==> config.mk <==
export PLATFORM = sky130hd
export DESIGN_NAME = bcd_alu
export DESIGN_NICKNAME = d
export VERILOG_FILES = /design/src/rtl/bcd_alu_pkg.sv /design/src/rtl/bcd_alu_arith.sv /design/src/rtl/bcd_alu_logic.sv /design/src/rtl/bcd_alu_shift.sv /design/src/rtl/bcd_alu.sv
export SDC_FILE = /design/constraint.sdc
export NUM_CORES = 1
export LEC_CHECK = 0
export BUFFER_PORTS_ARGS = -buffer_cell sky130_fd_sc_hd__buf_2
export CAP_MARGIN = 15
export CORE_MARGIN = 4
export CORE_UTILIZATION = 35
export CTS_CLUSTER_DIAMETER = 200
export CTS_CLUSTER_SIZE = 16
export DETAILED_ROUTE_END_ITERATION = 10
export PLACE_DENSITY = 0.65
export SLEW_MARGIN = 25
export SYNTH_ARGS = -nofsm -noshare
export SYNTH_HDL_FRONTEND = slang
export SYNTH_SLANG_ARGS = --single-unit
==> constraint.sdc <==
create_clock -name clk -period 8.7 [get_ports clk]
set_input_delay 0.435 -clock clk [delete_from_list [all_inputs] [get_ports clk]]
set_output_delay 0.435 -clock clk [all_outputs]
set_load 0.005 [all_outputs]
==> src/rtl/bcd_alu_pkg.sv <==
package bcd_alu_pkg;

    localparam int DATA_W = 8;
    localparam int NIB_W  = DATA_W / 2;
    localparam int OP_W   = 4;

    typedef enum logic [OP_W-1:0] {
        OP_ADD  = 4'd0,
        OP_ADDC = 4'd1,
        OP_AND  = 4'd2,
        OP_OR   = 4'd3,
        OP_XOR  = 4'd4,
        OP_INC  = 4'd5,
        OP_DEC  = 4'd6,
        OP_CLR  = 4'd7,
        OP_CPL  = 4'd8,
        OP_DADJ = 4'd9,
        OP_ROL  = 4'd10,
        OP_ROLC = 4'd11,
        OP_ROR  = 4'd12,
        OP_RORC = 4'd13,
        OP_SWAP = 4'd14,
        OP_XLO  = 4'd15
    } alu_op_e;

    typedef struct packed {
        logic [DATA_W-1:0] acc;
        logic [DATA_W-1:0] opnd;
        logic              cy;
        logic              ac;
    } alu_res_t;

    typedef struct packed {
        alu_res_t res;
        logic     vld;
    } alu_state_t;

endpackage

==> src/rtl/bcd_alu_arith.sv <==
module bcd_alu_arith
    import bcd_alu_pkg::*;
(
    input  alu_op_e           op,
    input  logic [DATA_W-1:0] acc,
    input  logic [DATA_W-1:0] opnd,
    input  logic              cy,
    input  logic              ac,
    output alu_res_t          res
);
    localparam logic [DATA_W:0] LO_ADJ  = (DATA_W+1)'(6);
    localparam logic [DATA_W:0] HI_ADJ  = (DATA_W+1)'(8'h60);
    localparam logic [DATA_W-1:0] HI_LIM = DATA_W'(8'h99);
    localparam logic [NIB_W-1:0]  LO_LIM = NIB_W'(9);

    logic              cin;
    logic [DATA_W:0]   sum_full;
    logic [NIB_W:0]    half_sum;
    logic [DATA_W:0]   step1;
    logic              step1_cy;
    logic [DATA_W:0]   step2;

    always_comb begin
        cin      = (op == OP_ADDC) ? cy : 1'b0;
        sum_full = {1'b0, acc} + {1'b0, opnd} + {{DATA_W{1'b0}}, cin};
        half_sum = {1'b0, acc[NIB_W-1:0]} + {1'b0, opnd[NIB_W-1:0]}
                 + {{NIB_W{1'b0}}, cin};

        step1    = {1'b0, acc}
                 + ((ac || (acc[NIB_W-1:0] > LO_LIM)) ? LO_ADJ : '0);
        step1_cy = step1[DATA_W];
        step2    = {1'b0, step1[DATA_W-1:0]}
                 + ((cy || step1_cy || (step1[DATA_W-1:0] > HI_LIM)) ? HI_ADJ : '0);

        res.acc  = acc;
        res.opnd = opnd;
        res.cy   = cy;
        res.ac   = ac;
        unique case (op)
            OP_ADD, OP_ADDC: begin
                res.acc = sum_full[DATA_W-1:0];
                res.cy  = sum_full[DATA_W];
                res.ac  = half_sum[NIB_W];
            end
            OP_INC:  res.acc = acc + 1'b1;
            OP_DEC:  res.acc = acc - 1'b1;
            OP_DADJ: begin
                res.acc = step2[DATA_W-1:0];
                res.cy  = cy | step1_cy | step2[DATA_W];
            end
            default: ;
        endcase
    end
endmodule

==> src/rtl/bcd_alu_logic.sv <==
module bcd_alu_logic
    import bcd_alu_pkg::*;
(
    input  alu_op_e           op,
    input  logic [DATA_W-1:0] acc,
    input  logic [DATA_W-1:0] opnd,
    input  logic              cy,
    input  logic              ac,
    output alu_res_t          res
);
    always_comb begin
        res.acc  = acc;
        res.opnd = opnd;
        res.cy   = cy;
        res.ac   = ac;
        unique case (op)
            OP_AND:  res.acc = acc & opnd;
            OP_OR:   res.acc = acc | opnd;
            OP_XOR:  res.acc = acc ^ opnd;
            OP_CLR:  res.acc = '0;
            OP_CPL:  res.acc = ~acc;
            default: ;
        endcase
    end
endmodule

==> src/rtl/bcd_alu_shift.sv <==
module bcd_alu_shift
    import bcd_alu_pkg::*;
(
    input  alu_op_e           op,
    input  logic [DATA_W-1:0] acc,
    input  logic [DATA_W-1:0] opnd,
    input  logic              cy,
    input  logic              ac,
    output alu_res_t          res
);
    always_comb begin
        res.acc  = acc;
        res.opnd = opnd;
        res.cy   = cy;
        res.ac   = ac;
        unique case (op)
            OP_ROL:  res.acc = {acc[DATA_W-2:0], acc[DATA_W-1]};
            OP_ROR:  res.acc = {acc[0], acc[DATA_W-1:1]};
            OP_ROLC: begin
                res.acc = {acc[DATA_W-2:0], cy};
                res.cy  = acc[DATA_W-1];
            end
            OP_RORC: begin
                res.acc = {cy, acc[DATA_W-1:1]};
                res.cy  = acc[0];
            end
            OP_SWAP: res.acc = {acc[NIB_W-1:0], acc[DATA_W-1:NIB_W]};
            OP_XLO: begin
                res.acc  = {acc[DATA_W-1:NIB_W], opnd[NIB_W-1:0]};
                res.opnd = {opnd[DATA_W-1:NIB_W], acc[NIB_W-1:0]};
            end
            default: ;
        endcase
    end
endmodule

==> src/rtl/bcd_alu.sv <==
module bcd_alu
    import bcd_alu_pkg::*;
(
    input  logic              clk,
    input  logic              rst_n,
    input  logic              in_valid,
    input  logic [OP_W-1:0]   op,
    input  logic [DATA_W-1:0] acc_in,
    input  logic [DATA_W-1:0] opnd_in,
    input  logic              cy_in,
    input  logic              ac_in,
    output logic              out_valid,
    output logic [DATA_W-1:0] acc_out,
    output logic [DATA_W-1:0] opnd_out,
    output logic              cy_out,
    output logic              ac_out
);
    alu_op_e    op_e;
    alu_res_t   arith_res, logic_res, shift_res, pick_res;
    alu_state_t st_d, st_q;

    assign op_e = alu_op_e'(op);

    bcd_alu_arith u_arith (
        .op(op_e), .acc(acc_in), .opnd(opnd_in), .cy(cy_in), .ac(ac_in),
        .res(arith_res)
    );
    bcd_alu_logic u_logic (
        .op(op_e), .acc(acc_in), .opnd(opnd_in), .cy(cy_in), .ac(ac_in),
        .res(logic_res)
    );
    bcd_alu_shift u_shift (
        .op(op_e), .acc(acc_in), .opnd(opnd_in), .cy(cy_in), .ac(ac_in),
        .res(shift_res)
    );

    always_comb begin
        unique case (op_e)
            OP_ADD, OP_ADDC, OP_INC, OP_DEC, OP_DADJ:
                pick_res = arith_res;
            OP_AND, OP_OR, OP_XOR, OP_CLR, OP_CPL:
                pick_res = logic_res;
            default:
                pick_res = shift_res;
        endcase
        st_d     = st_q;
        st_d.vld = in_valid;
        if (in_valid) st_d.res = pick_res;
    end

    always_ff @(posedge clk) begin
        if (!rst_n) st_q <= '0;
        else        st_q <= st_d;
    end

    assign out_valid = st_q.vld;
    assign acc_out   = st_q.res.acc;
    assign opnd_out  = st_q.res.opnd;
    assign cy_out    = st_q.res.cy;
    assign ac_out    = st_q.res.ac;

    a_r2_valid_follows: assert property (@(posedge clk) disable iff (!rst_n)
        in_valid |=> out_valid);

    a_r2_idle_hold: assert property (@(posedge clk) disable iff (!rst_n)
        !in_valid |=> $stable(acc_out) && $stable(cy_out) && $stable(opnd_out));

    a_r7_carry_sticky: assert property (@(posedge clk) disable iff (!rst_n)
        (in_valid && op == OP_DADJ && cy_in) |=> cy_out);

    a_r7_adjust_keeps_ac: assert property (@(posedge clk) disable iff (!rst_n)
        (in_valid && op == OP_DADJ) |=> ac_out == $past(ac_in));

    a_r5_flags_kept: assert property (@(posedge clk) disable iff (!rst_n)
        (in_valid && op >= OP_AND && op <= OP_CPL)
        |=> (cy_out == $past(cy_in)) && (ac_out == $past(ac_in)));

    a_r9_rotate_keeps_cy: assert property (@(posedge clk) disable iff (!rst_n)
        (in_valid && (op == OP_ROL || op == OP_ROR)) |=> cy_out == $past(cy_in));

    a_r10_low_exchange: assert property (@(posedge clk) disable iff (!rst_n)
        (in_valid && op == OP_XLO)
        |=> (acc_out[NIB_W-1:0] == $past(opnd_in[NIB_W-1:0]))
         && (opnd_out[NIB_W-1:0] == $past(acc_in[NIB_W-1:0])));

    a_r10_opnd_passthru: assert property (@(posedge clk) disable iff (!rst_n)
        (in_valid && op != OP_XLO) |=> opnd_out == $past(opnd_in));
endmodule

==> results.cfg, run 1 <==
[timing]
hold_slack_ps = 460.9
min_period_over_period_pct = 39.46
finalCriticalPeriod_ps = 3433
tightestPinTransition_ps = 823.3
timing.fmax_mhz = 291.3
max_slew_margin_pct = 44.81
finalSetupTns_ps = 0
hold_viol_final = 0
fin_skew_ps = 0
rsz0062_at_grt = false
report.final.slew_viol_count = 0
setup_violations = 0

[run_status]
status = completed

[die]
rows = 31
die_y_um = 95.02
die_x_um = 95.02
fp.dieArea_um2 = 9028
core-area_um2 = 7292
start_util_pct = 36.34
boundaryPins = 44

[power]
total_power_uw = 304.8
power_density_nw_per_um2 = 104.2
ir_worst_vdd_mv = 0.04764
p_leak_nw = 1.299

[flow_run]
drv_cap = 0

[cts]
cts_sinks = 19
postCtsResizedCells = 0
htree_num_levels = 1
clk_latency_ps = 270
clk_pin_slew_ps = 90
clockBufferDepth = 2
cts_tree = yes
cts_hold_buf = 0
root_buffer = clkbuf_8
cts_made_buffers = 3
postCtsSetupBuffers = 0

[cells_and_area]
nFillCells = 792
final_nets = 428
fin_util_pct = 40.12
antenna_cells = 0
drive_gt1_share_pct = 15.86
area_growth_pct = 10.39
instances_no_fill = 471
seqCellArea_um2 = 380.4
multi_input_area_um2 = 2085

[routing]
firstDrtPassIters = 5
routed_wl_um = 8491
first_iter_violations = 385
wl_per_cell_um = 18.03
remaining_drc_errors = 0
via_count = 2806
postRouteAntennaNets = 0
vias_per_cell = 5.958

[logic_synthesis]
synth_ff_type = dfxtp_1
avgSynthCellArea_um2 = 7.637
async_reset_ff_share_pct = 0
synthCells = 347
synthTopCellsByArea = dfxtp_1, ha_1, o21ai_0
ys_types = 64
synth_edf_count = 0
ys_seq_area_share_pct = 14.35
syn_nets = 402
yosysTopAreaCell = dfxtp_1
ys_ff_latch = 19
netlist_area_um2 = 2650
netlist.area_leader.share_pct = 14.35
yosys_warnings = 0

[min_path]
hold_class = primary input to flip-flop

[worst_setup_path]
path_max_fanout = 11
endpoint_kind = flip-flop
required_ps = 8860
critPathKind = primary input to flip-flop
critical_path_arrival_ps = 3590
startpoint_type = primary input

[place]
dp_hpwl_um = 6195
io_buffers = 43
dpl.cell_count = 467
place.gp.congestion = 0.9861

[global_route]
grt_max_degree = 33
grt.total_usage_pct = 18.98
grt_pass1_vias = 2484
grt_pass1_wl_um = 13510
grt_antenna_before_repair = 0
grt_overflow = 0
[synthesized netlist by cell type (all sizes together) (3+ instances only)]
cell type  number
a21oi          28
o21ai          28
ha             26
nand2          24
nor2           24
dfxtp          19
inv            19
xnor2          15
buf            13
mux2i          11
nand2b         10
nor2b          10
a22o            9
clkbuf          9
nand3           9
o211ai          8
nor3            7
o211a           6
a22oi           5
a31oi           5
a21o            4
fa              4
o21a            4
o22ai           4
xor2            4
a221oi          3
a32oi           3
nand4           3
[registers in the layout, indices dropped and copies added, names as in the netlist]
name / count
acc_out: 8
opnd_out: 8
ac_out: 1
cy_out: 1
out_valid: 1
[power by group]
part	internal, mW	leakage (nW)	total, mW	switching [mW]
combinational	0.0558	1.12	0.137	0.0815
clock	0.0328	0.0228	0.0708	0.0380
sequential	0.0935	0.158	0.0967	0.00318
[placed cells by master (no fill, tap or decap), types with 5 or more instances in the layout]
cell,count
buf_2,43
o21ai_0,28
a21oi_1,27
ha_1,26
nor2_1,24
nand2_1,24
dfxtp_1,19
inv_1,16
xnor2_1,15
mux2i_1,11
nand2b_1,10
nor2b_1,10
nand3_1,9
o211ai_1,8
a22o_1,8
nor3_1,6
o211a_1,6
a31oi_1,5
a22oi_1,5
[kinds of logic (layout without fill, tap and decap cells)]
kind of cell	after synthesis	in the layout	share of synthesized area [%]
compound gates	128	128	33.15
simple gates	98	98	19.36
buf+inv	41	66	6.987
fa+ha+maj	30	30	15.30
xor+xnor	19	19	6.280
flops	19	19	14.35
mux	12	12	4.580
[critical path: stages]
cell,delay [ps]
buf_2,250
o21ai_0,130
nand2b_1,160
ha_1,280
fa_1,470
nor2_1,180
nor3_1,70
a21oi_1,150
a21oi_1,90
or2_2,330
ha_1,210
ha_1,270
nand2_1,60
o211ai_1,90
a221oi_1,280
a21oi_1,120
[layout make-up]
cell class	instances	area share, %
clock buffer	4	1.540
inverter	19	2.609
multi-input combinational	287	71.26
sequential	19	13.00
tap	99	4.234
timing repair buffer	43	7.357
[per-stage QoR]
step	area (um^2)	setup slack, ps
global placement	2880	5181
floorplan	2650	5531
finish	2925	5267
CTS	2925	5309
global route	2925	5002
detailed placement	2880	5017
[metal layers]
metal  share of wire, %  vias up  GRT usage (%)  wire [um]
li1                   -     1336              -          -
met1                 46     1331          27.99       3947
met2                 45      126          28.66       3832
met3                7.0       13          3.078        596
met4                1.3        0          4.567        114
met5                  0        -              0          0
[path summary, 6_finish.rpt]
path                             startpoint           to  slack (ps)  cells after the start
worst max-delay path              acc_in[3]   acc_out[6]        5270                     16
worst min-delay path             opnd_in[6]  opnd_out[6]         460                      3
worst max register to register       cy_out       cy_out        7760                      4
worst min register to register  opnd_out[0]  opnd_out[0]         480                      1
Power figures use the tool's default switching activity.
==> inputs of run 2 (changes only) <==
--- a/config.mk
+++ b/config.mk
@@ -12,7 +12,7 @@
 export CTS_CLUSTER_DIAMETER = 200
 export CTS_CLUSTER_SIZE = 16
 export DETAILED_ROUTE_END_ITERATION = 10
-export PLACE_DENSITY = 0.65
+export PLACE_DENSITY = 0.67
 export SLEW_MARGIN = 25
 export SYNTH_ARGS = -nofsm -noshare
 export SYNTH_HDL_FRONTEND = slang
==> constraint.sdc (replaced) <==
create_clock -name clk -period 3.1 [get_ports clk]
set_input_delay 0.155 -clock clk [delete_from_list [all_inputs] [get_ports clk]]
set_output_delay 0.155 -clock clk [all_outputs]
set_load 0.005 [all_outputs]
==> run 2 against run 1 <==
Clock power grew to 2.7 times the previous value. Routed wire length about the same. Cell count increased by 2.5%. Non-clock buffer count up 12. Hold slack lost 270 ps. First-iteration DRC count is 14% lower. Critical endpoint unchanged. Largest cell class unchanged. Highest routed layer unchanged.
==> results.cfg, run 2 (same netlist as run 1, synthesis figures left out) <==
[die]
die_x_um = 95.02
boundaryPins = 44
rows = 31
die_y_um = 95.02
fp.dieArea_um2 = 9028
core-area_um2 = 7292
start_util_pct = 36.34

[timing]
hold_viol_final = 0
timing.fmax_mhz = 360.3
setup_violations = 0
min_period_over_period_pct = 89.54
fin_skew_ps = 0
finalCriticalPeriod_ps = 2776
hold_slack_ps = 187.4
tightestPinTransition_ps = 798.9
finalSetupTns_ps = 0
rsz0062_at_grt = false
max_slew_margin_pct = 46.45
report.final.slew_viol_count = 0

[cts]
clk_latency_ps = 260
clockBufferDepth = 2
root_buffer = clkbuf_8
postCtsSetupBuffers = 0
cts_made_buffers = 3
htree_num_levels = 1
cts_hold_buf = 0
clk_pin_slew_ps = 80
cts_tree = yes
postCtsResizedCells = 0
cts_sinks = 19

[routing]
remaining_drc_errors = 0
firstDrtPassIters = 6
first_iter_violations = 331
postRouteAntennaNets = 0
vias_per_cell = 5.832
wl_per_cell_um = 17.59
via_count = 2817
routed_wl_um = 8494

[power]
total_power_uw = 857.5
ir_worst_vdd_mv = 0.1285
power_density_nw_per_um2 = 284.4
p_leak_nw = 1.356

[place]
place.gp.congestion = 0.8995
io_buffers = 43
dp_hpwl_um = 6528

[worst_setup_path]
critPathKind = primary input to flip-flop
r2r_setup_slack_ps = 2180
critical_path_arrival_ps = 2920
startpoint_type = primary input
endpoint_kind = flip-flop
r2r-start = cy_out
path_max_fanout = 2
required_ps = 3250
reg2regPathDepth = 4
r2r_end = cy_out

[cells_and_area]
antenna_cells = 0
layout_common_cells = buf_2, o21ai_0, a21oi_1
drive_gt1_share_pct = 18.49
area_growth_pct = 13.79
final_nets = 440
final_common_cell = buf_2

[min_path]
min_path_cells = 3
hold_class = primary input to flip-flop
worstHoldStart = opnd_in[7]
min_to = opnd_out[7]

[global_route]
grt_max_degree = 24
grt_pass1_wl_um = 13820
grt_overflow = 0
grt_antenna_before_repair = 0
grt_pass1_vias = 2639
grt.total_usage_pct = 19.38

[flow_run]
drv_cap = 0

[run_status]
status = completed
-- run 2: metal layers --
| metal | global-route usage (%) | part of all wire [%] |
|---|---|---|
| met5 | 0 | 0 |
| met4 | 6.250 | 1.9 |
| met3 | 3.078 | 7.8 |
| met2 | 29.83 | 44 |
| met1 | 27.53 | 46 |
-- run 2: area by class of cell --
| cell class | count | area (um^2) |
|---|---|---|
| well taps | 99 | 123.9 |
| inverters | 19 | 76.32 |
| repair buffers | 55 | 305.3 |
| flip-flops and latches | 19 | 380.4 |
| clock buffers | 4 | 45.04 |
| multi-input cells | 287 | 2085 |
| fillers | 801 | 4277 |
-- run 2: how the worst max path moves through the flow --
| stage | start | end |
|---|---|---|
| global placement | acc_in[2] | acc_out[6] |
| floorplan | acc_in[3] | acc_out[6] |
| CTS | acc_in[2] | acc_out[6] |
| global route | acc_in[2] | acc_out[6] |
| finish | acc_in[2] | acc_out[6] |
| detailed placement | acc_in[2] | acc_out[6] |
-- run 2: power by group --
group,total [mW],leakage (nW),switching (mW),internal (mW)
combinational,0.397,1.18,0.230,0.167
clock,0.189,0.0228,0.0972,0.0918
sequential,0.272,0.158,0.00933,0.262
total,0.857,1.36,0.337,0.521
-- run 2: per-stage QoR --
stage	area [um^2]	util (%)	cells	worst slack, ps
3_5_place_dp	2970	40.73	479	66.70
3_3_place_gp	2970	40.73	479	112.5
4_1_cts	3015	41.35	483	355.9
2_1_floorplan	2650	-	347	210.5
5_1_grt	3015	41.35	483	28.32
6_report	3015	41.35	483	324.4
-- run 2: critical path, stage by stage --
cell	delay, ps
buf_2	110
o21ai_0	140
nand2b_1	100
ha_1	210
fa_1	460
nor2_1	150
nor3_1	60
a21oi_1	160
a21oi_1	90
or2_2	330
ha_1	210
ha_1	270
nand2_1	60
o211ai_1	90
a221oi_1	230
a21oi_1	100
